## src/rtl/can_tx_sched_pkg.sv

```systemverilog
package can_tx_sched_pkg;

  typedef struct packed {
    logic [28:0] id;
    logic        ide;
    logic        rtr;
    logic [3:0]  dlc;
    logic [63:0] data;
  } txMsg_t;

  // strobes from control to datapath
  typedef struct packed {
    logic popFifo;
    logic clrPrio;
    logic selPrio;
  } schedCtl_t;

endpackage

```

## src/rtl/can_tx_sched_dp.sv

```systemverilog
module can_tx_sched_dp
  import can_tx_sched_pkg::*;
#(
  parameter int DEPTH = 4,
  localparam int PTR_W = (DEPTH > 1) ? $clog2(DEPTH) : 1,
  localparam int CNT_W = $clog2(DEPTH + 1)
) (
  input  logic             clk,
  input  logic             rstN,
  input  logic             fifoWr,
  input  logic             prioWr,
  input  txMsg_t           wrMsg,
  input  schedCtl_t        ctl,
  output txMsg_t           outMsg,
  output logic             fifoEmpty,
  output logic             fifoFull,
  output logic             prioPending,
  output logic [CNT_W-1:0] fillCount,
  output logic             overflow
);

  txMsg_t           mem [DEPTH];
  txMsg_t           prioMsg;
  logic [PTR_W-1:0] wrPtr, rdPtr;
  logic             doWrite, doPop;

  function automatic logic [PTR_W-1:0] nextPtr(input logic [PTR_W-1:0] p);
    return (p == PTR_W'(DEPTH - 1)) ? '0 : p + PTR_W'(1);
  endfunction

  assign fifoEmpty = (fillCount == '0);
  assign fifoFull  = (fillCount == CNT_W'(DEPTH));
  assign doWrite   = fifoWr && !fifoFull;
  assign doPop     = ctl.popFifo && !fifoEmpty;

  always_ff @(posedge clk) begin
    if (doWrite) mem[wrPtr] <= wrMsg;
  end

  always_ff @(posedge clk) begin
    if (!rstN) begin
      wrPtr     <= '0;
      rdPtr     <= '0;
      fillCount <= '0;
      overflow  <= 1'b0;
    end else begin
      if (doWrite) wrPtr <= nextPtr(wrPtr);
      if (doPop)   rdPtr <= nextPtr(rdPtr);
      case ({doWrite, doPop})
        2'b10:   fillCount <= fillCount + CNT_W'(1);
        2'b01:   fillCount <= fillCount - CNT_W'(1);
        default: fillCount <= fillCount;
      endcase
      if (fifoWr && fifoFull) overflow <= 1'b1;
    end
  end

  always_ff @(posedge clk) begin
    if (!rstN) begin
      prioPending <= 1'b0;
      prioMsg     <= '0;
    end else if (ctl.clrPrio) begin
      prioPending <= 1'b0;
    end else if (prioWr && !prioPending) begin
      prioPending <= 1'b1;
      prioMsg     <= wrMsg;
    end
  end

  assign outMsg = ctl.selPrio ? prioMsg : mem[rdPtr];

  a_r2_count_bound: assert property (@(posedge clk) disable iff (!rstN)
    fillCount <= CNT_W'(DEPTH));
  a_r3_full_write_dropped: assert property (@(posedge clk) disable iff (!rstN)
    (fifoWr && fifoFull && !ctl.popFifo) |=> (fillCount == $past(fillCount)));
  a_r3_overflow_sticky: assert property (@(posedge clk) disable iff (!rstN)
    overflow |=> overflow);
  a_r4_slot_kept: assert property (@(posedge clk) disable iff (!rstN)
    (prioPending && !ctl.clrPrio) |=> (prioPending && $stable(prioMsg)));
  a_r8_pop_needs_entry: assert property (@(posedge clk) disable iff (!rstN)
    ctl.popFifo |-> !fifoEmpty);
  a_r8_clear_needs_entry: assert property (@(posedge clk) disable iff (!rstN)
    ctl.clrPrio |-> prioPending);

endmodule

```

## src/rtl/can_tx_sched_ctrl.sv

```systemverilog
module can_tx_sched_ctrl
  import can_tx_sched_pkg::*;
(
  input  logic      clk,
  input  logic      rstN,
  input  logic      busIdle,
  input  logic      txDone,
  input  logic      txError,
  input  logic      arbLost,
  input  logic      fifoEmpty,
  input  logic      prioPending,
  output schedCtl_t ctl,
  output logic      txReq,
  output logic      doneIrq
);

  typedef enum logic [1:0] {S_IDLE, S_ACTIVE, S_RETRY} schedState_t;

  schedState_t state;
  logic        selPrioQ;
  logic        haveMsg;
  logic        finish;

  assign haveMsg = prioPending || !fifoEmpty;
  assign finish  = (state == S_ACTIVE) && txDone;

  always_ff @(posedge clk) begin
    if (!rstN) begin
      state    <= S_IDLE;
      selPrioQ <= 1'b0;
      txReq    <= 1'b0;
      doneIrq  <= 1'b0;
    end else begin
      txReq   <= 1'b0;
      doneIrq <= 1'b0;
      case (state)
        S_IDLE: if (busIdle && haveMsg) begin
          selPrioQ <= prioPending;
          txReq    <= 1'b1;
          state    <= S_ACTIVE;
        end
        S_ACTIVE: begin
          if (txDone) begin
            doneIrq <= 1'b1;
            state   <= S_IDLE;
          end else if (txError || arbLost) begin
            state <= S_RETRY;
          end
        end
        S_RETRY: if (busIdle) begin
          txReq <= 1'b1;
          state <= S_ACTIVE;
        end
        default: state <= S_IDLE;
      endcase
    end
  end

  assign ctl.selPrio = selPrioQ;
  assign ctl.popFifo = finish && !selPrioQ;
  assign ctl.clrPrio = finish && selPrioQ;

  a_r5_req_single: assert property (@(posedge clk) disable iff (!rstN)
    txReq |=> !txReq);
  a_r5_no_req_without_msg: assert property (@(posedge clk) disable iff (!rstN)
    (state == S_IDLE && !haveMsg) |=> !txReq);
  a_r7_source_locked: assert property (@(posedge clk) disable iff (!rstN)
    (state != S_IDLE) |=> $stable(selPrioQ));
  a_r8_irq_follows_done: assert property (@(posedge clk) disable iff (!rstN)
    doneIrq |-> $past(txDone));
  a_r8_irq_single: assert property (@(posedge clk) disable iff (!rstN)
    doneIrq |=> !doneIrq);

endmodule

```

## src/rtl/can_tx_sched.sv

```systemverilog
module can_tx_sched
  import can_tx_sched_pkg::*;
#(
  parameter int DEPTH = 4,
  localparam int CNT_W = $clog2(DEPTH + 1)
) (
  input  logic             clk,
  input  logic             rstN,
  input  logic             fifoWr,
  input  logic             prioWr,
  input  logic [28:0]      wrId,
  input  logic             wrIde,
  input  logic             wrRtr,
  input  logic [3:0]       wrDlc,
  input  logic [63:0]      wrData,
  input  logic             busIdle,
  input  logic             txDone,
  input  logic             txError,
  input  logic             arbLost,
  output logic [28:0]      txId,
  output logic             txIde,
  output logic             txRtr,
  output logic [3:0]       txDlc,
  output logic [63:0]      txData,
  output logic             txReq,
  output logic             doneIrq,
  output logic             fifoEmpty,
  output logic             fifoFull,
  output logic             prioPending,
  output logic [CNT_W-1:0] fillCount,
  output logic             overflow
);

  txMsg_t    wrMsg, outMsg;
  schedCtl_t ctl;

  assign wrMsg = '{id: wrId, ide: wrIde, rtr: wrRtr, dlc: wrDlc, data: wrData};
  assign txId   = outMsg.id;
  assign txIde  = outMsg.ide;
  assign txRtr  = outMsg.rtr;
  assign txDlc  = outMsg.dlc;
  assign txData = outMsg.data;

  can_tx_sched_dp #(.DEPTH(DEPTH)) dp_i (
    .clk(clk), .rstN(rstN), .fifoWr(fifoWr), .prioWr(prioWr), .wrMsg(wrMsg),
    .ctl(ctl), .outMsg(outMsg), .fifoEmpty(fifoEmpty), .fifoFull(fifoFull),
    .prioPending(prioPending), .fillCount(fillCount), .overflow(overflow)
  );

  can_tx_sched_ctrl ctrl_i (
    .clk(clk), .rstN(rstN), .busIdle(busIdle), .txDone(txDone),
    .txError(txError), .arbLost(arbLost), .fifoEmpty(fifoEmpty),
    .prioPending(prioPending), .ctl(ctl), .txReq(txReq), .doneIrq(doneIrq)
  );

endmodule

```

## config.mk

```make
export PLATFORM = sky130hd
export DESIGN_NAME = can_tx_sched
export DESIGN_NICKNAME = d
export VERILOG_FILES = /design/src/rtl/can_tx_sched_pkg.sv /design/src/rtl/can_tx_sched_dp.sv /design/src/rtl/can_tx_sched_ctrl.sv /design/src/rtl/can_tx_sched.sv
export SDC_FILE = /design/constraint.sdc
export NUM_CORES = 1
export LEC_CHECK = 0
export BUFFER_PORTS_ARGS = -buffer_cell sky130_fd_sc_hd__buf_2
export CORE_MARGIN = 1
export CORE_UTILIZATION = 45
export DETAILED_ROUTE_END_ITERATION = 7
export GPL_ROUTABILITY_DRIVEN = 0
export GPL_TIMING_DRIVEN = 0
export SLEW_MARGIN = 15
export SYNTH_ARGS = -nofsm -noshare
export SYNTH_HDL_FRONTEND = slang
export SYNTH_SLANG_ARGS = --single-unit
```

## constraint.sdc

```tcl
create_clock -name clk -period 4.7 [get_ports clk]
set_input_delay 0.94 -clock clk [delete_from_list [all_inputs] [get_ports clk]]
set_output_delay 0.94 -clock clk [all_outputs]
set_load 0.005 [all_outputs]
```

==> impl_metrics.py <==
metrics = {
    "timing": {
        "period_needed_ns": 3.78,
        "post-route-period-util_pct": 80.5,
        "fin_ws_ns": 0.916,
        "slew_viol_final": 0,
        "worst_pin_slew_ns": 1.14,
        "rsz0062_at_grt": "false",
        "fin_hold_ws_ns": 0.454,
        "setup_violations": 0,
        "fin_tns_setup_ns": 0,
        "relSlewSlack_pct": 23.9,
        "hold_violations": 0,
        "fmax_ghz": 0.264,
        "finalClockSkew_ns": 0.0222,
    },
    "yosys": {
        "syn-instance-count": 1141,
        "syn_nets": 1255,
        "yosysWarnings": 0,
        "synth_seq_cells": 511,
        "yosysTopAreaCell": "edfxtp_1",
        "ys_seq_area_share_pct": 70.8,
        "synth_cell_types": 34,
        "async_flop_share_pct": 0,
        "yosys-top-cells-area": "edfxtp_1 59%, dfxtp_1 11%, mux4_2 11%",
        "syn-mean-instance-area_um2": 17.6,
        "synthFlopType": "edfxtp_1",
        "syn_area_um2": 20100,
        "synth-edff-count": 396,
        "synth_top_area_share_pct": 59.3,
    },
    "place": {
        "port_buffers": 213,
        "dpl.hpwl_um": 28400,
        "dpl_cell_area_um2": 22100,
        "pre_cts_slack_ns": 1.19,
        "dp.cells": 1947,
    },
    "worst_setup_path": {
        "timing.critical_path.from": "ctrl_i.selPrioQ",
        "path_class": "register to output port",
        "crit_fanout": 10,
        "r2r_setup_slack_ns": 2.01,
        "crit_arrival_ns": 2.84,
        "setup.worst_path.end_class": "output port",
        "required_ns": 3.76,
        "r2r-start": "ctrl_i.state[0]",
        "start_kind": "register",
    },
    "die": {
        "die_height_um": 213,
        "dieArea_um2": 45400,
        "start_util_pct": 46.0,
        "die_x_um": 213,
        "coreArea_um2": 43600,
        "ios": 215,
        "rows": 76,
    },
    "power_and_ir_drop": {
        "p_int_mw": 8.02,
        "leakagePower_nw": 8.49,
        "cellPowerDensity_nw_per_um2": 432,
        "finalPower_mw": 10.3,
        "switching_share_pct": 22.1,
        "power_switching_mw": 2.27,
        "ir_drop_uv": 285,
        "pwr-share-seq_pct": 50.4,
        "p_clk_share_pct": 40.6,
        "pwr-share-comb_pct": 9.0,
    },
    "global_routing": {
        "grt_usage_pct": 20.4,
        "grt_max_degree": 44,
        "grt_overflow": 0,
        "grt_pass1_vias": 11400,
        "antenna_found_initial": 10,
        "grt_first_pass_wirelength_um": 68400,
    },
    "routing": {
        "ant_nets": 0,
        "first_pass_iters": 5,
        "drtIter0Drc": 525,
        "num_vias": 10700,
        "wire_per_inst_um": 22.3,
        "totalWireLength_um": 45700,
        "viasPerCell": 5.24,
        "drc": 0,
    },
    "clocking": {
        "ctsRootBufferMaster": "clkbuf_16",
        "cts_tree": "done",
        "ctsResizeCount": 0,
        "cts_sinks": 511,
        "post_cts_buffers": 0,
        "hold_buffers": 0,
        "clock_latency_ns": 0.60,
        "cts_inserted_buffers": 53,
        "path_clk_slew_ns": 0.06,
        "cts_buffer_depth": 3,
        "htree_levels": 2,
    },
    "cells_and_area": {
        "nets": 1531,
        "layout-drive-gt1-share_pct": 36.8,
        "fin_cells": 2050,
        "fin_area_um2": 23800,
        "layout_commonest_cell": "edfxtp_1",
        "utilization_pct": 54.7,
        "syn_to_final_growth_pct": 18.9,
        "n_fill_cell": 3609,
        "final_cell_mix": "396 x edfxtp_1, 238 x buf_2, 208 x nand2_1",
    },
    "outcome": {
        "outcome": "completed",
    },
    "worst_hold_path": {
        "hold_class": "register to register",
        "min_from": "dp_i.prioMsg[13]",
    },
    "job": {
        "max-cap-violations": 0,
    },
}
-- final cells by class --
class | instances | area, um^2 | area share (%)
flip-flops and latches | 511 | 14200 | 59.5
multi-input cells | 554 | 5500 | 23.1
clock buffers | 71 | 1520 | 6.36
repair buffers | 221 | 1280 | 5.36
well taps | 585 | 732 | 3.07
plain buffers | 68 | 338 | 1.42
clock inverters | 27 | 233 | 0.976
inverters | 8 | 30.0 | 0.126
diodes | 5 | 12.5 | 0.0525
-- Yosys cell counts (3+ instances only) --
cell type	number
buf_2	25
clkbuf_1	35
inv_1	7
ha_1	6
mux2i_1	103
mux2_2	99
edfxtp_1	396
o21ai_0	4
a21oi_1	4
nor2_1	4
and2_1	7
nand2_1	208
mux4_2	99
dfxtp_1	115
nor2b_1	3
buf_1	3
nor3b_1	4
-- power groups by stage --
stage                     logic (mW)  registers [mW]  clock network, mW
after floorplan                0.514            5.28                  0
after global placement         0.898            5.31                  0
after detailed placement       0.941            5.29                  0
after CTS                      0.946            5.19               4.26
after global routing            1.01            5.21               4.43
final                          0.923            5.19               4.18
-- routing by layer --
| metal | GRT usage [%] | vias to the layer above | part of all wire (%) |
|---|---|---|---|
| met5 | 0 | - | 0.16 |
| met4 | 6.15 | 12 | 2.1 |
| met3 | 4.66 | 79 | 5.7 |
| met2 | 33.8 | 234 | 48 |
| met1 | 26.8 | 5484 | 44 |
| li1 | - | 4928 | - |
-- state kept, by name, indices dropped and copies added (netlist names), named ones only --
| signal | flops |
|---|---|
| dp_i.overflow | 1 |
| dp_i.mem | 396 |
| dp_i.wrPtr | 2 |
| dp_i.prioPending | 1 |
| dp_i.rdPtr | 2 |
| ctrl_i.doneIrq | 1 |
| ctrl_i.txReq | 1 |
| ctrl_i.state | 2 |
| ctrl_i.selPrioQ | 1 |
| dp_i.prioMsg | 99 |
| dp_i.fillCount | 3 |
-- worst paths after layout --
kind | to | cells past startpoint
worst min-delay path | dp_i.prioMsg[13] | 2
worst max register to register | dp_i.fillCount[2] | 8
worst min register to register | dp_i.prioMsg[13] | 2
worst max-delay path | txId[17] | 5
-- worst max-delay path: stages, from the launching register on --
cell,delay (ns)
dfxtp_1,0.35
inv_2,0.30
clkbuf_1,0.66
buf_2,0.41
mux2_2,0.39
buf_2,0.13
-- logic make-up after synthesis --
family / synth area share [%]
flops: 70.8
mux: 21.8
simple gates: 4.64
buf+inv: 1.83
compound gates: 0.362
fa+ha+maj: 0.474
xor+xnor: 0.0874
(Power assumes the default switching activity.)
